--- config.mk ---
export PLATFORM = sky130hd
export DESIGN_NAME = kick_watchdog
export DESIGN_NICKNAME = d
export VERILOG_FILES = /design/src/rtl/kick_wd_pkg.sv /design/src/rtl/kick_sampler.sv /design/src/rtl/period_select.sv /design/src/rtl/wd_counter.sv /design/src/rtl/kick_watchdog.sv
export SDC_FILE = /design/constraint.sdc
export NUM_CORES = 1
export LEC_CHECK = 0
export BUFFER_PORTS_ARGS = -buffer_cell sky130_fd_sc_hd__buf_4
export CAP_MARGIN = 10
export CORE_MARGIN = 1
export CORE_UTILIZATION = 35
export CTS_BUF_LIST = sky130_fd_sc_hd__clkbuf_16
export DETAILED_ROUTE_END_ITERATION = 7
export PLACE_DENSITY_LB_ADDON = 0.25
export SLEW_MARGIN = 30
export SYNTH_ARGS = -nofsm -noshare
export SYNTH_HDL_FRONTEND = slang
export SYNTH_SLANG_ARGS = --single-unit
--- constraint.sdc ---
create_clock -name clk -period 1.8 [get_ports clk]
set_clock_uncertainty 0.15 [all_clocks]
set_input_delay 0.09 -clock clk [delete_from_list [all_inputs] [get_ports clk]]
set_output_delay 0.09 -clock clk [all_outputs]
set_load 0.1 [all_outputs]
--- src/rtl/kick_wd_pkg.sv ---
package kick_wd_pkg;
  typedef enum logic [1:0] {
    KICK_LOW  = 2'b00,
    KICK_HIGH = 2'b01,
    KICK_MID  = 2'b10
  } kick_e;

  // 2'b11 is folded onto mid: only the two driven codes count as levels
  function automatic kick_e kick_norm(input logic [1:0] raw);
    case (raw)
      2'b00:   return KICK_LOW;
      2'b01:   return KICK_HIGH;
      default: return KICK_MID;
    endcase
  endfunction
endpackage

--- src/rtl/kick_sampler.sv ---
module kick_sampler
  import kick_wd_pkg::*;
(
  input  logic       clk,
  input  logic       rst,
  input  logic       tick,
  input  logic [1:0] kick_raw,
  output logic       active,
  output logic       change,
  output logic       toggle
);
  kick_e prev_q;
  kick_e cur;

  always_comb begin
    cur    = kick_norm(kick_raw);
    active = (cur != KICK_MID);
    change = tick && (cur != prev_q);
    toggle = change && (cur != KICK_MID) && (prev_q != KICK_MID);
  end

  always_ff @(posedge clk) begin
    if (rst)       prev_q <= KICK_MID;
    else if (tick) prev_q <= cur;
  end

  // a toggle can only be reported on a tick with a driven level
  toggle_level_chk: assert property (@(posedge clk) disable iff (rst)
    toggle |-> (tick && active));
endmodule

--- src/rtl/period_select.sv ---
module period_select #(
  parameter int LONG_TICKS  = 4096,
  parameter int SHORT_TICKS = 1024,
  localparam int CW = $clog2(LONG_TICKS + 1)
) (
  input  logic          clk,
  input  logic          rst,
  input  logic          sys_rst,
  input  logic          fire,
  input  logic          toggle,
  input  logic          short_sel,
  output logic [CW-1:0] limit_m1
);
  localparam logic [CW-1:0] LONG_M1  = CW'(LONG_TICKS - 1);
  localparam logic [CW-1:0] SHORT_M1 = CW'(SHORT_TICKS - 1);

  logic force_long_q;

  always_ff @(posedge clk) begin
    if (rst || sys_rst)      force_long_q <= 1'b1;
    else if (fire || toggle) force_long_q <= 1'b0;
  end

  assign limit_m1 = (force_long_q || !short_sel) ? LONG_M1 : SHORT_M1;

  // any reset leaves the long period armed on the following cycle
  long_after_rst_chk: assert property (@(posedge clk) disable iff (rst)
    sys_rst |=> (limit_m1 == LONG_M1));
endmodule

--- src/rtl/wd_counter.sv ---
module wd_counter #(
  parameter int LONG_TICKS = 4096,
  localparam int CW = $clog2(LONG_TICKS + 1)
) (
  input  logic          clk,
  input  logic          rst,
  input  logic          sys_rst,
  input  logic          tick,
  input  logic          active,
  input  logic          change,
  input  logic [CW-1:0] limit_m1,
  output logic          fire
);
  logic [CW-1:0] cnt_q;

  assign fire = tick && active && !change && !sys_rst && (cnt_q >= limit_m1);

  always_ff @(posedge clk) begin
    if (rst || sys_rst)                 cnt_q <= '0;
    else if (tick) begin
      if (!active || change || fire)    cnt_q <= '0;
      else                              cnt_q <= cnt_q + 1'b1;
    end
  end


  no_overflow_chk: assert property (@(posedge clk) disable iff (rst)
    cnt_q < CW'(LONG_TICKS));

  mid_clear_chk: assert property (@(posedge clk) disable iff (rst)
    (tick && !active) |=> (cnt_q == '0));

  sysrst_hold_chk: assert property (@(posedge clk) disable iff (rst)
    sys_rst |=> (cnt_q == '0));

  idle_stable_chk: assert property (@(posedge clk) disable iff (rst)
    (!tick && !sys_rst) |=> $stable(cnt_q));
endmodule

--- src/rtl/kick_watchdog.sv ---
module kick_watchdog #(
  parameter int LONG_TICKS  = 4096,
  parameter int SHORT_TICKS = 1024,
  localparam int CW = $clog2(LONG_TICKS + 1)
) (
  input  logic       clk,
  input  logic       rst,
  input  logic       tick,
  input  logic [1:0] kick_state,
  input  logic       short_sel,
  input  logic       low_supply,
  input  logic       sys_rst,
  output logic       wd_stat_n,
  output logic       wd_req
);
  logic          active, change, toggle, fire;
  logic [CW-1:0] limit_m1;

  kick_sampler u_samp (
    .clk(clk), .rst(rst), .tick(tick), .kick_raw(kick_state),
    .active(active), .change(change), .toggle(toggle)
  );

  period_select #(.LONG_TICKS(LONG_TICKS), .SHORT_TICKS(SHORT_TICKS)) u_per (
    .clk(clk), .rst(rst), .sys_rst(sys_rst), .fire(fire), .toggle(toggle),
    .short_sel(short_sel), .limit_m1(limit_m1)
  );

  wd_counter #(.LONG_TICKS(LONG_TICKS)) u_cnt (
    .clk(clk), .rst(rst), .sys_rst(sys_rst), .tick(tick), .active(active),
    .change(change), .limit_m1(limit_m1), .fire(fire)
  );

  always_ff @(posedge clk) begin
    if (rst) begin
      wd_stat_n <= 1'b1;
      wd_req    <= 1'b0;
    end else begin
      wd_req <= fire;
      if (low_supply)            wd_stat_n <= 1'b1;
      else if (tick && !active)  wd_stat_n <= 1'b1;
      else if (fire)             wd_stat_n <= 1'b0;
      else if (toggle)           wd_stat_n <= 1'b1;
    end
  end


  req_single_chk: assert property (@(posedge clk) disable iff (rst)
    wd_req |=> !wd_req);

  fire_status_chk: assert property (@(posedge clk) disable iff (rst)
    (fire && !low_supply) |=> (!wd_stat_n && wd_req));

  edge_release_chk: assert property (@(posedge clk) disable iff (rst)
    toggle |=> wd_stat_n);

  low_supply_chk: assert property (@(posedge clk) disable iff (rst)
    low_supply |=> wd_stat_n);
endmodule

==> flow_metrics.py, run 1 <==
metrics = {
    "worst_hold_path": {
        "timing.hold.worst_path_depth": 3,
        "hold_path.startpoint": "kick_state[0]",
        "worst_hold_path.endpoint": "u_samp.prev_q[0]",
        "holdCritPathClass": "in -> reg",
    },
    "clock_network": {
        "h-tree-depth": 1,
        "clock-root-buffer": "sky130_fd_sc_hd__clkbuf_16",
        "clockBufferDepth": 2,
        "clk-insertion-delay-late_ns": 0.24,
        "clock-sinks": 18,
        "worst_setup_hold_path_clk_slew_ns": 0.05,
        "numCtsBuffers": 3,
        "tritoncts": "done",
    },
    "cells_and_area": {
        "ff_latch_area_um2": 362,
        "drive_gt1_frac": 0.354,
        "final_cell_mix": "sky130_fd_sc_hd__buf_4, sky130_fd_sc_hd__dfxtp_1, sky130_fd_sc_hd__xnor2_1, sky130_fd_sc_hd__nor3_2, sky130_fd_sc_hd__nor3_1",
        "insertedDiodeCount": 0,
        "layout.filler_cells": 229,
        "nNetsFinal": 143,
        "stdcell_count": 160,
        "stdcell_area_um2": 1280,
        "multi_input_gate_area_in_the_final_layout_um2": 551,
        "fin_util": 0.520,
        "layout.cells.most_common": "sky130_fd_sc_hd__buf_4",
        "area_growth_pct": 41.5,
    },
    "timing": {
        "finalCritPeriodShare": 1.03,
        "setup_violations": 16,
        "final_hold_violating_endpoints": 0,
        "max_freq_mhz": 542,
        "fin_worst_hold_slack_ns": 0.0109,
        "setup_slack_after_layout_ns": -0.0452,
        "worst-slew-pin-transition_ns": 0.278,
        "finalMaxSlewViolations": 0,
        "max-slew-margin-rel": 0.816,
        "finalWorstPathRequiredPeriod_ns": 1.85,
        "unrepaired_setup_endpoints_after_global_routing": "yes",
    },
    "place": {
        "dp.final_hpwl_mm": 1.44,
        "dpl_cell_area_um2": 1110,
        "place_worst_setup_slack_ns": -0.0346,
        "numPortBuffers": 9,
        "gp_congestion": 0.764,
        "dp.cells": 153,
    },
    "power": {
        "vdd.ir_drop.worst_v": 0.000731,
        "p_per_area_nw_per_um2": 702,
        "p_leak_nw": 0.489,
    },
    "floorplanning": {
        "die_h_um": 52.8,
        "num_rows": 18,
        "floorplan.initialDensity": 0.367,
        "core_area_um2": 2450,
        "die_area_um2": 2780,
        "fp.dieW_um": 52.8,
        "top_level_ports": 10,
    },
    "setup_path": {
        "timing.critical_path.arrival_ns": 1.83,
        "critical_path.reg2reg.startpoint": "u_per.force_long_q",
        "critical_path.endpoint_type": "flop",
        "required_ns": 1.78,
        "cp.buffers_inverters": 1,
        "highest_cell_delay_on_the_worst_timing_path_ns": 0.43,
        "critPathLaunchType": "flop",
        "cp_max_fo": 3,
        "sequence_of_cells_on_the_critical_path": "nor2b_2 -> ha_1 -> nand3_1 -> or4_4 -> a21oi_4 -> buf_4 -> o21ai_0",
        "critical-path-slowest-cell": "sky130_fd_sc_hd__or4_4",
        "ff2ff_path_depth": 7,
        "worst-path-stages": 7,
        "timing.setup.critical_path_class": "reg -> reg",
        "timing.critical_path.max_delay_family": "simple AND/OR/NAND/NOR gates",
        "rrSetupSlack_ns": -0.05,
        "worst_r2r_endpoint": "wd_stat_n",
    },
    "synthesis": {
        "mappedNetlistArea_um2": 902,
        "yosys.area.top_type": "sky130_fd_sc_hd__dfxtp_1",
        "predominant_post_synthesis_flop_cell": "sky130_fd_sc_hd__dfxtp_1",
        "netlist_top_cells_area": "sky130_fd_sc_hd__dfxtp_1, sky130_fd_sc_hd__nor3_1, sky130_fd_sc_hd__xnor2_1, sky130_fd_sc_hd__xor2_1, sky130_fd_sc_hd__ha_1",
        "synthesis.instances": 100,
        "syn_avg_cell_area_um2": 9.02,
        "synth_top_area_share": 0.399,
        "synth.yosys.seq_area_share": 0.399,
        "ys_async_sr_fraction": 0,
        "synth_seq_cells": 18,
        "synth_edf_count": 0,
        "yosysWarningCount": 0,
        "netlist-cell-type-count": 31,
        "synth_fp_nets": 111,
    },
    "detailed_routing": {
        "detail_route.wirelength_mm": 1.95,
        "detailroute.via_count": 798,
        "post-route-drc-count": 0,
        "number_of_violations_reported_at_the_end_of_detailed_routing_iteration_0": 12,
        "wl_per_cell_um": 12.2,
        "postRouteAntennaNets": 0,
        "detail_route.vias_per_cell": 4.99,
        "pre_repair_dr_iteration_count": 4,
    },
    "global_route": {
        "grtUsageTotal": 0.156,
        "globalRoute.totalOverflow": 0,
        "grt_pass1_wl_mm": 3.14,
        "number_of_antenna_violations_at_the_first_check_in_global_routing": 0,
        "grt_start_max_net_pins": 14,
        "number_of_global_route_vias_before_repair": 735,
    },
    "outcome": {
        "outcome": "complete, but fails checks",
        "violations_in_the_final_reports": "negative setup slack",
    },
    "flow_run": {
        "max_cap_viol_count": 0,
    },
}
## cells by family after synthesis
| kind of cell | after synthesis | share of synthesized area |
|---|---|---|
| AOI/OAI and AO/OA | 16 | 0.130 |
| muxes | 1 | 0.0111 |
| adders and majority gates | 3 | 0.0416 |
| buffers and inverters | 6 | 0.0374 |
| xor gates and xnor gates | 12 | 0.117 |
| DFF | 18 | 0.399 |
| and+or+nand+nor | 44 | 0.264 |
## worst reg2reg max path, stage by stage (launching register included)
cell,delay (ns)
sky130_fd_sc_hd__dfxtp_2,0.33
sky130_fd_sc_hd__nor2b_2,0.05
sky130_fd_sc_hd__ha_1,0.29
sky130_fd_sc_hd__nand3_1,0.08
sky130_fd_sc_hd__or4_4,0.44
sky130_fd_sc_hd__a21oi_4,0.18
sky130_fd_sc_hd__buf_4,0.14
sky130_fd_sc_hd__o21ai_0,0.07
## synth_stat cells, types with 3 or more instances
cell                       n
sky130_fd_sc_hd__a21oi_1   3
sky130_fd_sc_hd__nand2_1   6
sky130_fd_sc_hd__dfxtp_1  18
sky130_fd_sc_hd__xor2_1    5
sky130_fd_sc_hd__nand3_1   6
sky130_fd_sc_hd__inv_1     3
sky130_fd_sc_hd__nor3_1   14
sky130_fd_sc_hd__o21ai_0   3
sky130_fd_sc_hd__nor2_1    5
sky130_fd_sc_hd__ha_1      3
sky130_fd_sc_hd__nand4_1   3
sky130_fd_sc_hd__xnor2_1   7
## layer usage
layer / up-vias / wire (um) / GRT usage
li1: 422 / - / -
met1: 372 / 953 / 0.197
met2: 2 / 958 / 0.251
met3: 2 / 25 / 0.0435
met4: 0 / 10 / 0.0526
met5: - / 0 / 0
## repair_timing
item / 4_1_cts / 5_1_grt
hold endpoints to repair: 4 / 0
pin swaps: 1 / 5
setup buffers: 0 / 1
resized for setup: 7 / 5
hold buffers: 3 / 0
setup endpoints to repair: 15 / 16
## sequential cells by signal, indices dropped and copies added (netlist names)
register / count
wd_req: 1
u_per.force_long_q: 1
u_cnt.cnt_q: 13
u_samp.prev_q: 2
wd_stat_n: 1
## worst max-delay path by stage
stage | startpoint | to
after detailed placement | u_per.force_long_q | u_cnt.cnt_q[11]
final | u_per.force_long_q | wd_stat_n
after CTS | u_per.force_long_q | wd_stat_n
after global placement | u_per.force_long_q | u_cnt.cnt_q[11]
after floorplan | u_per.force_long_q | u_cnt.cnt_q[10]
after global routing | u_per.force_long_q | u_per.force_long_q
## cell type report
class	instances	share of cell area
multi-input cells	76	0.431
flip-flops and latches	18	0.283
repair buffers	30	0.188
clock buffers	3	0.0588
well taps	30	0.0294
inverters	3	0.00882
## power by group
part	internal [mW]	total [mW]	switching, mW
logic	0.0310	0.0601	0.0291
registers	0.403	0.407	0.00385
clock network	0.292	0.429	0.137
## through the flow
stage / total power [mW] / setup TNS, ns
finish: 0.896 / -0.484
global route: 0.935 / -1.39
CTS: 0.904 / -0.219
detailed placement: 0.466 / -0.290
global placement: 0.465 / -0.00270
floorplan: 0.443 / 0
No activity file was read; power rests on OpenSTA's default activity.
==> run 2, diff against run 1 <==
clock period = 1.5 ns   (was 1.8 ns; I/O delays follow)
==> run 2 against run 1 <==
The flow still finishes with violations (negative setup slack). Utilization rose by 4.1 points. Clock power rose by 29%. Final cell count rose by 6.3%. Sequential share of layout area fell by 2.1 points. Critical path depth did not move. Power rose by 25%. Combinational power rose by 35%. Fmax fell by 0.36%.
==> flow_metrics.py, run 2 (same netlist as run 1, synthesis figures left out) <==
metrics = {
    "global_route": {
        "globalRoute.totalOverflow": 0,
        "grt_start_max_net_pins": 14,
        "number_of_antenna_violations_at_the_first_check_in_global_routing": 0,
        "grt_pass1_wl_mm": 3.86,
        "number_of_global_route_vias_before_repair": 834,
        "grtUsageTotal": 0.199,
    },
    "floorplanning": {
        "fp.dieW_um": 52.8,
        "floorplan.initialDensity": 0.367,
        "top_level_ports": 10,
        "num_rows": 18,
        "core_area_um2": 2450,
        "die_area_um2": 2780,
        "die_h_um": 52.8,
    },
    "timing": {
        "finalCritPeriodShare": 1.23,
        "max-slew-margin-rel": 0.827,
        "unrepaired_setup_endpoints_after_global_routing": "yes",
        "setup_slack_after_layout_ns": -0.352,
        "final_hold_violating_endpoints": 0,
        "finalMaxSlewViolations": 0,
        "worst-slew-pin-transition_ns": 0.257,
        "max_freq_mhz": 540,
        "setup_violations": 16,
        "finalWorstPathRequiredPeriod_ns": 1.85,
    },
    "outcome": {
        "outcome": "complete, but fails checks",
        "violations_in_the_final_reports": "negative setup slack",
    },
    "place": {
        "numPortBuffers": 9,
        "dp.final_hpwl_mm": 1.55,
        "dp.cells": 160,
        "gp_congestion": 0.799,
    },
    "cells_and_area": {
        "insertedDiodeCount": 0,
        "nNetsFinal": 152,
        "layout.filler_cells": 202,
        "drive_gt1_frac": 0.386,
        "stdcell_count": 170,
        "largest_register": "u_cnt.cnt_q",
        "fin_util": 0.561,
        "layout.cells.most_common": "sky130_fd_sc_hd__buf_4",
        "final_cell_mix": "sky130_fd_sc_hd__buf_4, sky130_fd_sc_hd__dfxtp_1, sky130_fd_sc_hd__nor3_1, sky130_fd_sc_hd__xnor2_1, sky130_fd_sc_hd__nand2_1",
        "largest_register_ffs": 13,
        "reg_top3": "u_cnt.cnt_q x13, u_samp.prev_q x2",
        "area_growth_pct": 52.7,
    },
    "detailed_routing": {
        "pre_repair_dr_iteration_count": 4,
        "post-route-drc-count": 0,
        "wl_per_cell_um": 13.4,
        "detail_route.vias_per_cell": 5.21,
        "postRouteAntennaNets": 0,
        "detailroute.via_count": 885,
        "number_of_violations_reported_at_the_end_of_detailed_routing_iteration_0": 36,
        "detail_route.wirelength_mm": 2.28,
    },
    "setup_path": {
        "critPathLaunch": "u_per.force_long_q",
        "endpoint": "u_cnt.cnt_q[11]",
        "worst_r2r_endpoint": "u_cnt.cnt_q[11]",
        "timing.critical_path.arrival_ns": 1.83,
        "timing.setup.critical_path_class": "reg -> reg",
        "critPathLaunchType": "flop",
        "rrSetupSlack_ns": -0.35,
        "ff2ff_path_depth": 7,
        "critical_path.reg2reg.startpoint": "u_per.force_long_q",
        "cp_max_fo": 6,
        "critical_path.endpoint_type": "flop",
        "required_ns": 1.48,
    },
    "clock_network": {
        "h-tree-depth": 1,
        "tritoncts": "done",
        "clockBufferDepth": 2,
        "numCtsBuffers": 3,
        "worst_setup_hold_path_clk_slew_ns": 0.05,
        "clock-root-buffer": "sky130_fd_sc_hd__clkbuf_16",
        "clock-sinks": 18,
        "clk-insertion-delay-late_ns": 0.25,
    },
    "power": {
        "p_leak_nw": 0.525,
        "p_per_area_nw_per_um2": 815,
        "vdd.ir_drop.worst_v": 0.000815,
        "report.power.total_mw": 1.12,
    },
    "worst_hold_path": {
        "holdCritPathClass": "in -> reg",
    },
    "flow_run": {
        "max_cap_viol_count": 0,
    },
}
==> run 2: critical path, stage by stage (launching register included) <==
cell,delay (ns)
sky130_fd_sc_hd__dfxtp_2,0.35
sky130_fd_sc_hd__nor2b_4,0.06
sky130_fd_sc_hd__ha_4,0.27
sky130_fd_sc_hd__nand3_2,0.06
sky130_fd_sc_hd__or4_4,0.43
sky130_fd_sc_hd__a21oi_4,0.20
sky130_fd_sc_hd__buf_6,0.16
sky130_fd_sc_hd__a211oi_2,0.04
==> run 2: cell type report <==
| type | instances | area, um2 | area share |
|---|---|---|---|
| timing repair buffer | 39 | 313 | 0.227 |
| clock inverter | 1 | 3.75 | 0.00272 |
| sequential | 18 | 362 | 0.262 |
| tap | 30 | 37.5 | 0.0272 |
| multi-input combinational | 76 | 576 | 0.418 |
| inverter | 3 | 11.3 | 0.00817 |
| clock buffer | 3 | 75.1 | 0.0545 |
==> run 2: worst min-delay path by stage <==
stage	startpoint	endpoint	cells past startpoint
6_report	tick	u_cnt.cnt_q[0]	3
5_1_grt	kick_state[1]	u_samp.prev_q[1]	3
4_1_cts	tick	u_cnt.cnt_q[0]	3
3_5_place_dp	rst	u_samp.prev_q[0]	2
3_3_place_gp	rst	u_samp.prev_q[0]	2
2_1_floorplan	rst	u_samp.prev_q[0]	1
==> run 2: what timing repair did <==
| item | CTS | global route |
|---|---|---|
| endpoints found under the setup margin | 16 | 16 |
| hold buffers | 5 | 0 |
| endpoints found under the hold margin | 4 | 0 |
| gates resized for setup | 10 | 4 |
| buffers inserted | 0 | 1 |
| pin swaps | 5 | 3 |
==> run 2: where the power goes <==
group,internal [mW],switching [mW]
clock,0.355,0.200
sequential,0.483,0.00338
combinational,0.0444,0.0370
total,0.883,0.240
==> run 2: per-layer routing <==
layer,vias up,routed length (um),GRT usage
met3,5,91,0.0696
met1,417,1100,0.258
met2,22,1050,0.291
met5,-,0,0
met4,0,46,0.0921
li1,441,-,-
==> run 2: stage by stage <==
step / cell area [um2] / hold slack [ns] / setup TNS, ns / worst slack [ns]
detailed placement: 1170 / 0.120 / -4.89 / -0.336
global route: 1380 / 0.0909 / -6.36 / -0.413
global placement: 1170 / 0.120 / -4.27 / -0.293
floorplan: 906 / -0.00593 / -3.88 / -0.289
CTS: 1340 / 0.0490 / -5.22 / -0.343
finish: 1380 / 0.0554 / -5.43 / -0.352
==> run 3, diff against run 2 <==
clock period = 1.6 ns   (was 1.5 ns; I/O delays follow)
==> run 3 against run 2 <==
The run still ends with negative setup slack left. First-iteration DRC count decreased by 56%. Via count decreased by 2.1%. Utilization decreased by 1.1 points. Largest power group unchanged. Power decreased by 8.0%. Highest routed layer unchanged. Die area unchanged.
==> flow_metrics.py, run 3 (same netlist as run 1, synthesis figures left out) <==
metrics = {
    "setup_path": {
        "timing.setup.critical_path_class": "reg -> reg",
        "timing.critical_path.arrival_ns": 1.87,
        "required_ns": 1.64,
        "critical_path.endpoint_type": "flop",
        "critPathLaunchType": "flop",
        "cp_max_fo": 6,
    },
    "floorplanning": {
        "top_level_ports": 10,
        "fp.dieW_um": 52.8,
        "num_rows": 18,
        "die_h_um": 52.8,
        "die_area_um2": 2780,
        "floorplan.initialDensity": 0.367,
        "core_area_um2": 2450,
    },
    "clock_network": {
        "h-tree-depth": 1,
        "clockBufferDepth": 2,
        "clk-insertion-delay-late_ns": 0.25,
        "worst_setup_hold_path_clk_slew_ns": 0.05,
        "numCtsBuffers": 3,
        "clock-sinks": 18,
        "tritoncts": "done",
        "clock-root-buffer": "sky130_fd_sc_hd__clkbuf_16",
    },
    "timing": {
        "setup_violations": 16,
        "unrepaired_setup_endpoints_after_global_routing": "yes",
        "worst-slew-pin-transition_ns": 0.278,
        "final_hold_violating_endpoints": 0,
        "max-slew-margin-rel": 0.816,
        "finalMaxSlewViolations": 0,
        "max_freq_mhz": 546,
        "fin_worst_hold_slack_ns": 0.0171,
        "finalCritPeriodShare": 1.15,
        "finalWorstPathRequiredPeriod_ns": 1.83,
        "setup_slack_after_layout_ns": -0.233,
    },
    "power": {
        "power.share.clock": 0.486,
        "sw_frac": 0.204,
        "vdd.ir_drop.worst_v": 0.000443,
        "comb_power_share": 0.073,
        "p_int_uw": 823,
        "power.switching_uw": 211,
        "p_leak_nw": 0.518,
        "power_frac_seq": 0.441,
        "p_per_area_nw_per_um2": 765,
    },
    "detailed_routing": {
        "detailroute.via_count": 866,
        "pre_repair_dr_iteration_count": 4,
        "detail_route.vias_per_cell": 5.19,
        "wl_per_cell_um": 13.7,
        "post-route-drc-count": 0,
        "postRouteAntennaNets": 0,
        "detail_route.wirelength_mm": 2.28,
        "number_of_violations_reported_at_the_end_of_detailed_routing_iteration_0": 16,
    },
    "cells_and_area": {
        "largest_register": "u_cnt.cnt_q",
        "fin_util": 0.550,
        "insertedDiodeCount": 0,
        "stdcell_area_um2": 1350,
        "final_cell_mix": "sky130_fd_sc_hd__buf_4, sky130_fd_sc_hd__dfxtp_1, sky130_fd_sc_hd__nor3_1, sky130_fd_sc_hd__xnor2_1, sky130_fd_sc_hd__nand2_1",
        "nNetsFinal": 150,
        "drive_gt1_frac": 0.380,
        "stdcell_count": 167,
        "reg_top3": "u_cnt.cnt_q x13, u_samp.prev_q x2",
        "area_growth_pct": 49.7,
        "layout.cells.most_common": "sky130_fd_sc_hd__buf_4",
        "largest_register_ffs": 13,
    },
    "global_route": {
        "grt_pass1_wl_mm": 3.62,
        "grt_start_max_net_pins": 14,
        "number_of_global_route_vias_before_repair": 801,
        "number_of_antenna_violations_at_the_first_check_in_global_routing": 0,
        "grtUsageTotal": 0.186,
        "globalRoute.totalOverflow": 0,
    },
    "worst_hold_path": {
        "holdCritPathClass": "in -> reg",
    },
    "place": {
        "dpl_cell_area_um2": 1160,
        "dp.cells": 159,
        "gp_congestion": 0.821,
        "place_worst_setup_slack_ns": -0.234,
        "dp.final_hpwl_mm": 1.55,
        "numPortBuffers": 9,
    },
    "outcome": {
        "outcome": "complete, but fails checks",
        "violations_in_the_final_reports": "negative setup slack",
    },
    "flow_run": {
        "max_cap_viol_count": 0,
    },
}
[run 3: cell count changes in the layout (fill, tap and decap cells not counted)]
cell / previous run / this run
sky130_fd_sc_hd__a211oi_1: 1 / 2
sky130_fd_sc_hd__a211oi_2: 1 / 0
sky130_fd_sc_hd__buf_4: 32 / 31
sky130_fd_sc_hd__clkinv_1: 1 / 0
sky130_fd_sc_hd__dlygate4sd3_1: 5 / 4
sky130_fd_sc_hd__nor3_1: 9 / 10
sky130_fd_sc_hd__nor3_2: 5 / 4
sky130_fd_sc_hd__o21ai_1: 2 / 1
sky130_fd_sc_hd__o21ai_2: 0 / 1
[run 3: worst paths after layout]
path	from	endpoint	slack, ns	cells past startpoint
max	u_per.force_long_q	wd_req	-0.23	7
min	tick	u_samp.prev_q[0]	0.02	3
max reg2reg	u_per.force_long_q	wd_req	-0.23	7
min reg2reg	wd_stat_n	wd_stat_n	0.37	2
[run 3: layout make-up]
type,count,area [um2]
repair buffers,37,295
flip-flops and latches,18,362
well taps,30,37.5
multi-input cells,76,569
fillers,242,1100
clock buffers,3,75.1
inverters,3,11.3
[run 3: power by group through the flow]
stage	registers [mW]	logic, mW	clock network [mW]
final	0.456	0.0754	0.502
after floorplan	0.466	0.0325	0
after detailed placement	0.466	0.0632	0
after global routing	0.457	0.0825	0.527
after CTS	0.456	0.0717	0.518
after global placement	0.465	0.0616	0
[run 3: per-stage QoR]
stage	TNS [ns]	total power [mW]
floorplan	-2.28	0.499
global placement	-2.62	0.527
detailed placement	-3.13	0.529
CTS	-3.66	1.05
global route	-4.83	1.07
finish	-3.45	1.03
[run 3: repair_timing]
item / CTS / global route
endpoints found under the setup margin: 16 / 16
setup buffers: 1 / 0
pin swaps: 0 / 5
hold buffers: 4 / 0
hold endpoints to repair: 4 / 0
resized for setup: 3 / 10
[run 3: worst max-delay path, stage by stage, from the launching register on]
cell	delay [ns]
sky130_fd_sc_hd__dfxtp_2	0.33
sky130_fd_sc_hd__nor2b_4	0.18
sky130_fd_sc_hd__ha_4	0.16
sky130_fd_sc_hd__nand3_2	0.06
sky130_fd_sc_hd__or4_4	0.44
sky130_fd_sc_hd__a21oi_4	0.18
sky130_fd_sc_hd__buf_6	0.15
sky130_fd_sc_hd__nor2b_1	0.12
[run 3: routing by layer]
metal  GRT usage  part of all wire  up-vias
met4       0.105             0.017        0
met3      0.0261             0.033        4
met2       0.278              0.48       16
met1       0.250              0.47      413
li1            -                 -      433
met5           0                 0        -
